<file path="src/rtl/isr_pkg.sv">
package isr_pkg;

   typedef enum logic [2:0] {
      SEL_NONE = 3'd0,
      SEL_STAT = 3'd1,
      SEL_MASK = 3'd2,
      SEL_ENA  = 3'd3,
      SEL_DIS  = 3'd4
   } isr_sel_e;

endpackage

</file>
<file path="src/rtl/isr_addr_dec.sv">
module isr_addr_dec
   import isr_pkg::*;
#(
   parameter int          ADDR_W   = 8,
   parameter int          LANE_W   = 2,
   parameter logic [31:0] OFF_STAT = 32'h00,
   parameter logic [31:0] OFF_MASK = 32'h04,
   parameter logic [31:0] OFF_ENA  = 32'h08,
   parameter logic [31:0] OFF_DIS  = 32'h0C
)(
   input  logic [ADDR_W-1:0] addr,
   output isr_sel_e          sel
);
   localparam logic [ADDR_W-1:0] A_STAT = OFF_STAT[ADDR_W-1:0];
   localparam logic [ADDR_W-1:0] A_MASK = OFF_MASK[ADDR_W-1:0];
   localparam logic [ADDR_W-1:0] A_ENA  = OFF_ENA[ADDR_W-1:0];
   localparam logic [ADDR_W-1:0] A_DIS  = OFF_DIS[ADDR_W-1:0];

   logic aligned;

   generate
      if (LANE_W > 0) begin : g_lane
         assign aligned = (addr[LANE_W-1:0] == '0);
      end else begin : g_nolane
         assign aligned = 1'b1;
      end
   endgenerate

   always_comb begin
      sel = SEL_NONE;
      if (aligned) begin
         if      (addr == A_STAT) sel = SEL_STAT;
         else if (addr == A_MASK) sel = SEL_MASK;
         else if (addr == A_ENA)  sel = SEL_ENA;
         else if (addr == A_DIS)  sel = SEL_DIS;
      end
   end
endmodule

</file>
<file path="src/rtl/isr_stat_bank.sv">
module isr_stat_bank #(
   parameter int NUM_SRC = 1
)(
   input  logic               clk,
   input  logic               rst_n,
   input  logic [NUM_SRC-1:0] clr,
   input  logic [NUM_SRC-1:0] set,
   output logic [NUM_SRC-1:0] stat
);
   genvar i;
   generate
      for (i = 0; i < NUM_SRC; i++) begin : g_bit
         always_ff @(posedge clk or negedge rst_n) begin
            if (!rst_n)      stat[i] <= 1'b0;
            else if (set[i]) stat[i] <= 1'b1;
            else if (clr[i]) stat[i] <= 1'b0;
         end

         // an event wins over a same-cycle clear
         assert_set_wins_R3: assert property (@(posedge clk) disable iff (!rst_n)
            set[i] |=> stat[i]);

         // a clear without an event empties the bit
         assert_w1c_R2: assert property (@(posedge clk) disable iff (!rst_n)
            (clr[i] && !set[i]) |=> !stat[i]);

         assert_hold_R2: assert property (@(posedge clk) disable iff (!rst_n)
            (!clr[i] && !set[i]) |=> $stable(stat[i]));
      end
   endgenerate
endmodule

</file>
<file path="src/rtl/isr_mask_bank.sv">
module isr_mask_bank #(
   parameter int               NUM_SRC  = 1,
   parameter logic [NUM_SRC-1:0] MASK_RST = '1
)(
   input  logic               clk,
   input  logic               rst_n,
   input  logic [NUM_SRC-1:0] unmask,
   input  logic [NUM_SRC-1:0] domask,
   output logic [NUM_SRC-1:0] mask
);
   genvar i;
   generate
      for (i = 0; i < NUM_SRC; i++) begin : g_bit
         always_ff @(posedge clk or negedge rst_n) begin
            if (!rst_n)         mask[i] <= MASK_RST[i];
            else if (domask[i]) mask[i] <= 1'b1;
            else if (unmask[i]) mask[i] <= 1'b0;
         end

         // the enable alias clears the mask bit
         assert_unmask_R6: assert property (@(posedge clk) disable iff (!rst_n)
            (unmask[i] && !domask[i]) |=> !mask[i]);

         // the disable alias sets the mask bit
         assert_domask_R7: assert property (@(posedge clk) disable iff (!rst_n)
            domask[i] |=> mask[i]);

         // no other path changes the mask
         assert_mask_hold_R5: assert property (@(posedge clk) disable iff (!rst_n)
            (!unmask[i] && !domask[i]) |=> $stable(mask[i]));
      end
   endgenerate
endmodule

</file>
<file path="src/rtl/isr_irq_out.sv">
module isr_irq_out #(
   parameter int NUM_SRC = 1,
   parameter bit IRQ_REG = 1'b0
)(
   input  logic               clk,
   input  logic               rst_n,
   input  logic [NUM_SRC-1:0] stat,
   input  logic [NUM_SRC-1:0] mask,
   output logic               irq
);
   logic pend;

   assign pend = |(stat & ~mask);

   generate
      if (IRQ_REG) begin : g_reg
         logic irq_q;

         always_ff @(posedge clk or negedge rst_n) begin
            if (!rst_n) irq_q <= 1'b0;
            else        irq_q <= pend;
         end

         assign irq = irq_q;

         // the registered output follows the pending term one cycle later
         assert_irq_lag_R4: assert property (@(posedge clk) disable iff (!rst_n)
            pend |=> irq);
      end else begin : g_comb
         assign irq = pend;
      end
   endgenerate
endmodule

</file>
<file path="src/rtl/isr_group.sv">
module isr_group
   import isr_pkg::*;
#(
   parameter int          ADDR_W   = 8,
   parameter int          DATA_W   = 32,
   parameter int          NUM_SRC  = 1,
   parameter logic [31:0] MASK_RST = 32'h1,
   parameter logic [31:0] OFF_STAT = 32'h00,
   parameter logic [31:0] OFF_MASK = 32'h04,
   parameter logic [31:0] OFF_ENA  = 32'h08,
   parameter logic [31:0] OFF_DIS  = 32'h0C,
   parameter bit          IRQ_REG  = 1'b0
)(
   input  logic               clk,
   input  logic               rst_n,
   input  logic [ADDR_W-1:0]  bus_addr,
   input  logic [DATA_W-1:0]  bus_wdata,
   input  logic               bus_wr,
   input  logic               bus_rd,
   output logic [DATA_W-1:0]  bus_rdata,
   input  logic [NUM_SRC-1:0] hw_event,
   output logic               irq
);
   localparam int LANE_W = $clog2(DATA_W / 8);
   localparam logic [NUM_SRC-1:0] MASK_INIT = MASK_RST[NUM_SRC-1:0];

   generate
      if (DATA_W % 8 != 0 || DATA_W < 8 || DATA_W > 32) begin : g_bad_width
         $error("isr_group: DATA_W must be 8, 16, 24 or 32");
      end
      if (NUM_SRC < 1 || NUM_SRC > DATA_W) begin : g_bad_src
         $error("isr_group: NUM_SRC must lie in 1..DATA_W");
      end
      if (ADDR_W < LANE_W + 2 || ADDR_W > 32) begin : g_bad_addr
         $error("isr_group: ADDR_W too small for four words");
      end
      if (LANE_W > 0 &&
          ((OFF_STAT | OFF_MASK | OFF_ENA | OFF_DIS) & ((32'd1 << LANE_W) - 32'd1)) != 0)
      begin : g_bad_align
         $error("isr_group: offsets must be word aligned");
      end
      if (OFF_STAT == OFF_MASK || OFF_STAT == OFF_ENA || OFF_STAT == OFF_DIS ||
          OFF_MASK == OFF_ENA  || OFF_MASK == OFF_DIS || OFF_ENA  == OFF_DIS)
      begin : g_bad_map
         $error("isr_group: offsets must be distinct");
      end
   endgenerate

   isr_sel_e           sel;
   logic [NUM_SRC-1:0] wd_src;
   logic [NUM_SRC-1:0] stat_clr;
   logic [NUM_SRC-1:0] mask_clr;
   logic [NUM_SRC-1:0] mask_set;
   logic [NUM_SRC-1:0] stat;
   logic [NUM_SRC-1:0] mask;

   assign wd_src = bus_wdata[NUM_SRC-1:0];

   generate
      if (NUM_SRC < DATA_W) begin : g_unused
         logic unused_wdata_hi;
         assign unused_wdata_hi = ^bus_wdata[DATA_W-1:NUM_SRC];
      end
   endgenerate

   isr_addr_dec #(
      .ADDR_W  (ADDR_W),
      .LANE_W  (LANE_W),
      .OFF_STAT(OFF_STAT),
      .OFF_MASK(OFF_MASK),
      .OFF_ENA (OFF_ENA),
      .OFF_DIS (OFF_DIS)
   ) dec_i (
      .addr(bus_addr),
      .sel (sel)
   );

   assign stat_clr = (bus_wr && sel == SEL_STAT) ? wd_src : '0;
   assign mask_clr = (bus_wr && sel == SEL_ENA)  ? wd_src : '0;
   assign mask_set = (bus_wr && sel == SEL_DIS)  ? wd_src : '0;

   isr_stat_bank #(.NUM_SRC(NUM_SRC)) stat_i (
      .clk  (clk),
      .rst_n(rst_n),
      .clr  (stat_clr),
      .set  (hw_event),
      .stat (stat)
   );

   isr_mask_bank #(.NUM_SRC(NUM_SRC), .MASK_RST(MASK_INIT)) mask_i (
      .clk   (clk),
      .rst_n (rst_n),
      .unmask(mask_clr),
      .domask(mask_set),
      .mask  (mask)
   );

   isr_irq_out #(.NUM_SRC(NUM_SRC), .IRQ_REG(IRQ_REG)) irq_i (
      .clk  (clk),
      .rst_n(rst_n),
      .stat (stat),
      .mask (mask),
      .irq  (irq)
   );

   always_comb begin
      bus_rdata = '0;
      if (bus_rd) begin
         case (sel)
            SEL_STAT: bus_rdata[NUM_SRC-1:0] = stat;
            SEL_MASK: bus_rdata[NUM_SRC-1:0] = mask;
            default:  bus_rdata = '0;
         endcase
      end
   end

   // the alias locations read as zero
   assert_alias_rd_zero_R8: assert property (@(posedge clk) disable iff (!rst_n)
      (bus_rd && (sel == SEL_ENA || sel == SEL_DIS)) |-> (bus_rdata == '0));

   // misaligned accesses are not decoded
   generate
      if (LANE_W > 0) begin : g_align_chk
         assert_misaligned_R9: assert property (@(posedge clk) disable iff (!rst_n)
            (bus_addr[LANE_W-1:0] != '0) |-> (sel == SEL_NONE && bus_rdata == '0));
      end

      if (!IRQ_REG) begin : g_irq_chk
         // masking every source removes the interrupt in the next cycle
         assert_irq_masked_R4: assert property (@(posedge clk) disable iff (!rst_n)
            (bus_wr && sel == SEL_DIS && (&wd_src)) |=> !irq);
      end
   endgenerate
endmodule

</file>
<file path="config.mk">
export PLATFORM = sky130hd
export DESIGN_NAME = isr_group
export DESIGN_NICKNAME = d
export VERILOG_FILES = /design/src/rtl/isr_pkg.sv /design/src/rtl/isr_addr_dec.sv /design/src/rtl/isr_stat_bank.sv /design/src/rtl/isr_mask_bank.sv /design/src/rtl/isr_irq_out.sv /design/src/rtl/isr_group.sv
export SDC_FILE = /design/constraint.sdc
export NUM_CORES = 1
export LEC_CHECK = 0
export ABC_CLOCK_PERIOD_IN_PS = 2600
export CORE_ASPECT_RATIO = 1.2
export CORE_UTILIZATION = 20
export DETAILED_ROUTE_END_ITERATION = 12
export GPL_TIMING_DRIVEN = 1
export PLACE_DENSITY = 0.95
export SYNTH_ARGS = -nofsm -noshare
export SYNTH_HDL_FRONTEND = slang
export SYNTH_SLANG_ARGS = --single-unit
</file>
<file path="constraint.sdc">
create_clock -name clk -period 2.6 [get_ports clk]
set_clock_uncertainty 0.2 [all_clocks]
set_input_delay 0.52 -clock clk [delete_from_list [all_inputs] [get_ports clk]]
set_output_delay 0.52 -clock clk [all_outputs]
set_load 0.05 [all_outputs]
</file>
==> results of run 1 <==
==> through the flow <==
stage | worst slack, ns | hold slack [ns] | cells | total power [mW] | instance area, um2
finish | 0.0927 | 0.259 | 82 | 0.239 | 475
global route | 0.0220 | 0.263 | 82 | 0.249 | 475
CTS | 0.0718 | 0.255 | 82 | 0.241 | 475
detailed placement | 0.0730 | 0.325 | 78 | 0.163 | 449
global placement | 0.117 | 0.299 | 78 | 0.162 | 449
floorplan | 0.320 | 0.0244 | 76 | 0.174 | 499
==> report_power, final <==
group / switching [mW] / leakage (nW) / internal, mW
clock: 0.0181 / 0.0150 / 0.0570
sequential: 0.000506 / 0.0191 / 0.0327
combinational: 0.109 / 0.187 / 0.0215
==> cells in the final DEF, fill, tap and decap left out, types with 2 or more instances in the layout <==
master           synthesis  routed
clkbuf_4                 0       3
clkdlybuf4s50_1          0      14
conb_1                   1      31
nand3_1                  2       2
==> final cells by class <==
class | count | area (um2)
clock buffers | 4 | 26.3
fillers | 187 | 1230
multi-input cells | 43 | 215
flip-flops and latches | 2 | 51.3
well taps | 18 | 22.5
repair buffers | 15 | 160
==> per-layer routing <==
metal  share of wire, %  track usage [%]
met1                 20             3.98
met2                 62             14.3
met3                 15             2.93
met4                2.9             6.45
met5                  0                0
==> sequential cells by signal (all words and copies together), names as in the netlist <==
signal	cells
mask_i.mask	1
stat_i.stat	1
==> worst max-delay path by stage <==
stage	slack (ns)	cells after the start	endpoint	from
2_1_floorplan	0.32	3	bus_rdata[0]	bus_addr[1]
3_3_place_gp	0.12	5	bus_rdata[0]	bus_addr[1]
3_5_place_dp	0.07	5	bus_rdata[0]	bus_addr[1]
4_1_cts	0.07	5	bus_rdata[0]	bus_addr[1]
5_1_grt	0.02	5	bus_rdata[0]	bus_addr[1]
6_report	0.09	5	bus_rdata[0]	bus_addr[1]
==> cells by family after synthesis <==
logic type / Yosys count / share of synthesized area, %
flops: 2 / 13.4
other cells: 1 / 0.983
buf+inv: 31 / 61.0
compound gates: 1 / 2.30
simple gates: 9 / 16.7
mux: 2 / 5.57
==> flow_summary.toml, run 1 <==
[sta]
hold_viol = 0
fin_tns_setup_ns = 0
slew_violations = 0
setup_viol = 0
period_share_pct = 96.4
rsz0062_at_grt = "no"
finalCriticalPeriod_ns = 2.51
fmax_mhz = 399

[cts]
cts_tree = "yes"
root_buffer = "clkbuf_4"
cts-hold-fix-buffers = 0
clock_sinks = 2
clk_pin_slew_ns = 0.04
cts_setup_buffers = 0
htreeDepth = 1
cts_buffers = 3
ctsResizeCount = 0
clock_latency_ns = 0.22
cts.path.max_buffers = 2

[setup_path]
critical_path.top_delay_family = "simple AND/OR/NAND/NOR gates"
crit_chain = "clkdlybuf4s50_1 > nor4_2 > nand2_1 > nor3b_2 > buf_12"
cp_data_required_time_ns = 1.88
endpoint_kind = "output port"
cp_num_buf_inv = 2
critPathMaxFanout = 2
reg2regPathDepth = 1
ff2ff_setup_slack_ns = 1.69
crit_path_max_incr_delay_ns = 0.41
r2r_start = "mask_i.mask$_DFFE_PN1P_"
start_kind = "input port"
reg2reg_to = "mask_i.mask$_DFFE_PN1P_"
critPathSlowestCell = "clkdlybuf4s50_1"
worst-setup-path-type = "in2out"
cp.arrival_ns = 1.79

[grt]
grt_use_total_pct = 6.99
antenna_found_initial = 0
overflow = 0
grt_pass1_wl_mm = 1.01
grt_pass1_vias = 277
grt_max_degree = 4

[logic_synthesis]
ys_seq_elements = 2
ys_seq_area_share_pct = 13.4
synth_area_um2 = 382
synth.yosys.warnings = 0
synthMostInstantiatedCell = "buf_4"
yosysUniqueCellTypes = 15
synth_enable_flop_cells = 0
ys_top_cells_by_area = "buf_4, dfstp_2, dfrtp_1"
syn-instance-count = 46
avgSynthCellArea_um2 = 8.30
yosysTopAreaCell = "buf_4"
synthDominantCellAreaShare_pct = 61.0
ys_async_sr_fraction_pct = 100
synth_commonest_cells = "buf_4, nand3_1"
synthFlopType = "dfstp_2"

[finish]
insertedDiodeCount = 0
nNetsFinal = 110
syn2layout_area_growth_pct = 24.6
final_core_util_pct = 27.9
drive_gt1_share_pct = 12.5

[floorplanning]
core-area_um2 = 1700
num_rows = 16
die-area_um2 = 2090
start_util_pct = 22.4
pin_count = 78
die_w_um = 41.9
die_height_um = 49.9

[run_status]
status = "finished, final reports clean"

[placement]
port_buffers = 15
routabilityCongestion = 0.646
dpl.hpwl_um = 576

[drt]
viasPerCell = 3.50
routed-via-count = 287
drt_first_pass_iters = 4
drt-total-wl_um = 649
ant_nets = 0
route.detailed.drc = 0
wl_per_cell_um = 7.91
drt-initial-drc-count = 4

[power]
p_leak_nw = 0.221
power.density_nw_per_um2 = 502
irDropWorstVdd_uv = 193

[hold_path]
hold_class = "in2async"

[flow_run]
drv_cap = 0
(Power assumes the default switching activity.)
==> run 2, diff against run 1 <==
==> constraint.sdc (replaced) <==
create_clock -name clk -period 2.6 [get_ports clk]
set_clock_uncertainty 0.2 [all_clocks]
set_input_delay 0.52 -clock clk [delete_from_list [all_inputs] [get_ports clk]]
set_output_delay 0.52 -clock clk [all_outputs]
set_load 0.005 [all_outputs]
==> run 2 against run 1 <==
Clock power increased by 11%. Critical path depth unchanged. Via count increased by 4.2%. Flip-flop and latch count unchanged. Die area unchanged. Combinational power decreased by 68%. Hold slack got worse by 0.0092 ns. Cell area decreased by 1.8%. Sequential share of layout area increased by 0.20 points. Critical path type unchanged. Largest cell class unchanged. Largest power group is now the clock network.
==> flow_summary.toml, run 2 (synthesized netlist as in run 1, its figures left out) <==
[grt]
grt_pass1_wl_um = 972
antenna_found_initial = 0
grt_pass1_vias = 255
grt_use_total_pct = 7.22
overflow = 0
grt_max_degree = 4

[power]
power.density_nw_per_um2 = 337
power_uw = 157
swShare_pct = 28.5
p_leak_nw = 0.225
p_switching_uw = 44.8
p_seq_share_pct = 21.1
combPwrFrac_pct = 26.1
p_clk_share_pct = 52.8
internal-power_uw = 112
irDropWorstVdd_uv = 141

[setup_path]
critPathSlowestCell = "clkdlybuf4s50_1"
r2r_start = "mask_i.mask$_DFFE_PN1P_"
cp.arrival_ns = 1.80
critPathMaxFanout = 2
crit_chain = "clkdlybuf4s50_1 > nor4_2 > nand2_1 > nor3b_1 > dlygate4sd2_1"
cp_data_required_time_ns = 1.88
reg2reg_to = "mask_i.mask$_DFFE_PN1P_"
cp_num_buf_inv = 2
cp_num_cells = 5
cp-startpoint = "bus_addr[1]"
critical_path.top_delay_family = "buffers and inverters"
worst-setup-path-type = "in2out"
cp-endpoint = "bus_rdata[0]"
crit_path_max_incr_delay_ns = 0.42
start_kind = "input port"
endpoint_kind = "output port"
ff2ff_setup_slack_ns = 1.69
reg2regPathDepth = 1

[floorplanning]
num_rows = 16
pin_count = 78
die_w_um = 41.9
core-area_um2 = 1700
die_height_um = 49.9
start_util_pct = 22.4
die-area_um2 = 2090

[finish]
drive_gt1_share_pct = 10.8
insertedDiodeCount = 0
nNetsFinal = 111
syn2layout_area_growth_pct = 22.3
final_common_cell = "conb_1"
final_core_util_pct = 27.4
mostFrequentLayoutCells = "conb_1, clkdlybuf4s50_1, clkbuf_4"
largestRegisters = "mask_i.mask x1, stat_i.stat x1"
design_area_um2 = 467

[drt]
drt-total-wl_um = 610
ant_nets = 0
drt-initial-drc-count = 2
viasPerCell = 3.60
routed-via-count = 299
drt_first_pass_iters = 2
route.detailed.drc = 0
wl_per_cell_um = 7.35

[sta]
fmax_mhz = 396
fin_hold_ws_ns = 0.250
period_share_pct = 97.0
layout_setup_ws_ns = 0.0775
finalCriticalPeriod_ns = 2.52
setup_viol = 0
slew_violations = 0
rsz0062_at_grt = "no"
hold_viol = 0

[hold_path]
hold_class = "in2async"

[cts]
clk_pin_slew_ns = 0.04
clock_sinks = 2
root_buffer = "clkbuf_4"
cts_buffers = 3
cts-hold-fix-buffers = 0
clock_latency_ns = 0.24
htreeDepth = 1
cts_tree = "yes"
cts.path.max_buffers = 2

[placement]
dpl_cell_area_um2 = 442
dpl.hpwl_um = 551
post-place-ws_ns = -0.220
port_buffers = 15
routabilityCongestion = 0.649

[run_status]
status = "finished, final reports clean"

[flow_run]
drv_cap = 0
[run 2: cell count changes in the layout (fill, tap and decap cells not counted), sizes merged]
cell         previous run  this run
dlygate4sd2             0         1
[run 2: worst min path at each step]
stage	to	slack, ns	depth (start not counted)
CTS	stat_i.stat$_DFFE_PN0P_	0.24	1
floorplan	stat_i.stat$_DFFE_PN0P_	0.02	0
global placement	stat_i.stat$_DFFE_PN0P_	0.31	1
global route	stat_i.stat$_DFFE_PN0P_	0.25	1
detailed placement	stat_i.stat$_DFFE_PN0P_	0.33	1
finish	stat_i.stat$_DFFE_PN0P_	0.25	1
[run 2: layer usage]
metal / GRT usage, % / vias to the layer above / wire length, um
met2: 12.5 / 38 / 363
met5: 0 / - / 0
li1: - / 126 / -
met4: 11.3 / 0 / 38
met1: 4.21 / 130 / 118
met3: 2.93 / 5 / 89
[run 2: power groups by stage]
stage / clock (mW) / combinational (mW) / sequential, mW
CTS: 0.0867 / 0.0406 / 0.0333
global route: 0.0893 / 0.0458 / 0.0333
global placement: 0 / 0.0393 / 0.0335
floorplan: 0 / 0.0480 / 0.0334
finish: 0.0831 / 0.0410 / 0.0332
detailed placement: 0 / 0.0405 / 0.0336
[run 2: final cells by class]
class | instances | area [um2]
multi-input cells | 43 | 210
repair buffers | 16 | 156
well taps | 18 | 22.5
fillers | 192 | 1230
flip-flops and latches | 2 | 51.3
clock buffers | 4 | 26.3
[run 2: metrics by stage]
stage	TNS, ns	cells
floorplan	0	76
global placement	-0.182	79
detailed placement	-0.220	79
CTS	0	83
global route	0	83
finish	0	83
[run 2: what timing repair did]
| item | 4_1_cts | 5_1_grt |
|---|---|---|
| pin swaps | 2 | 2 |
| cloned | 0 | 0 |
| setup endpoints to repair | 1 | 1 |
| setup buffers | 0 | 0 |
| resized for setup | 1 | 0 |
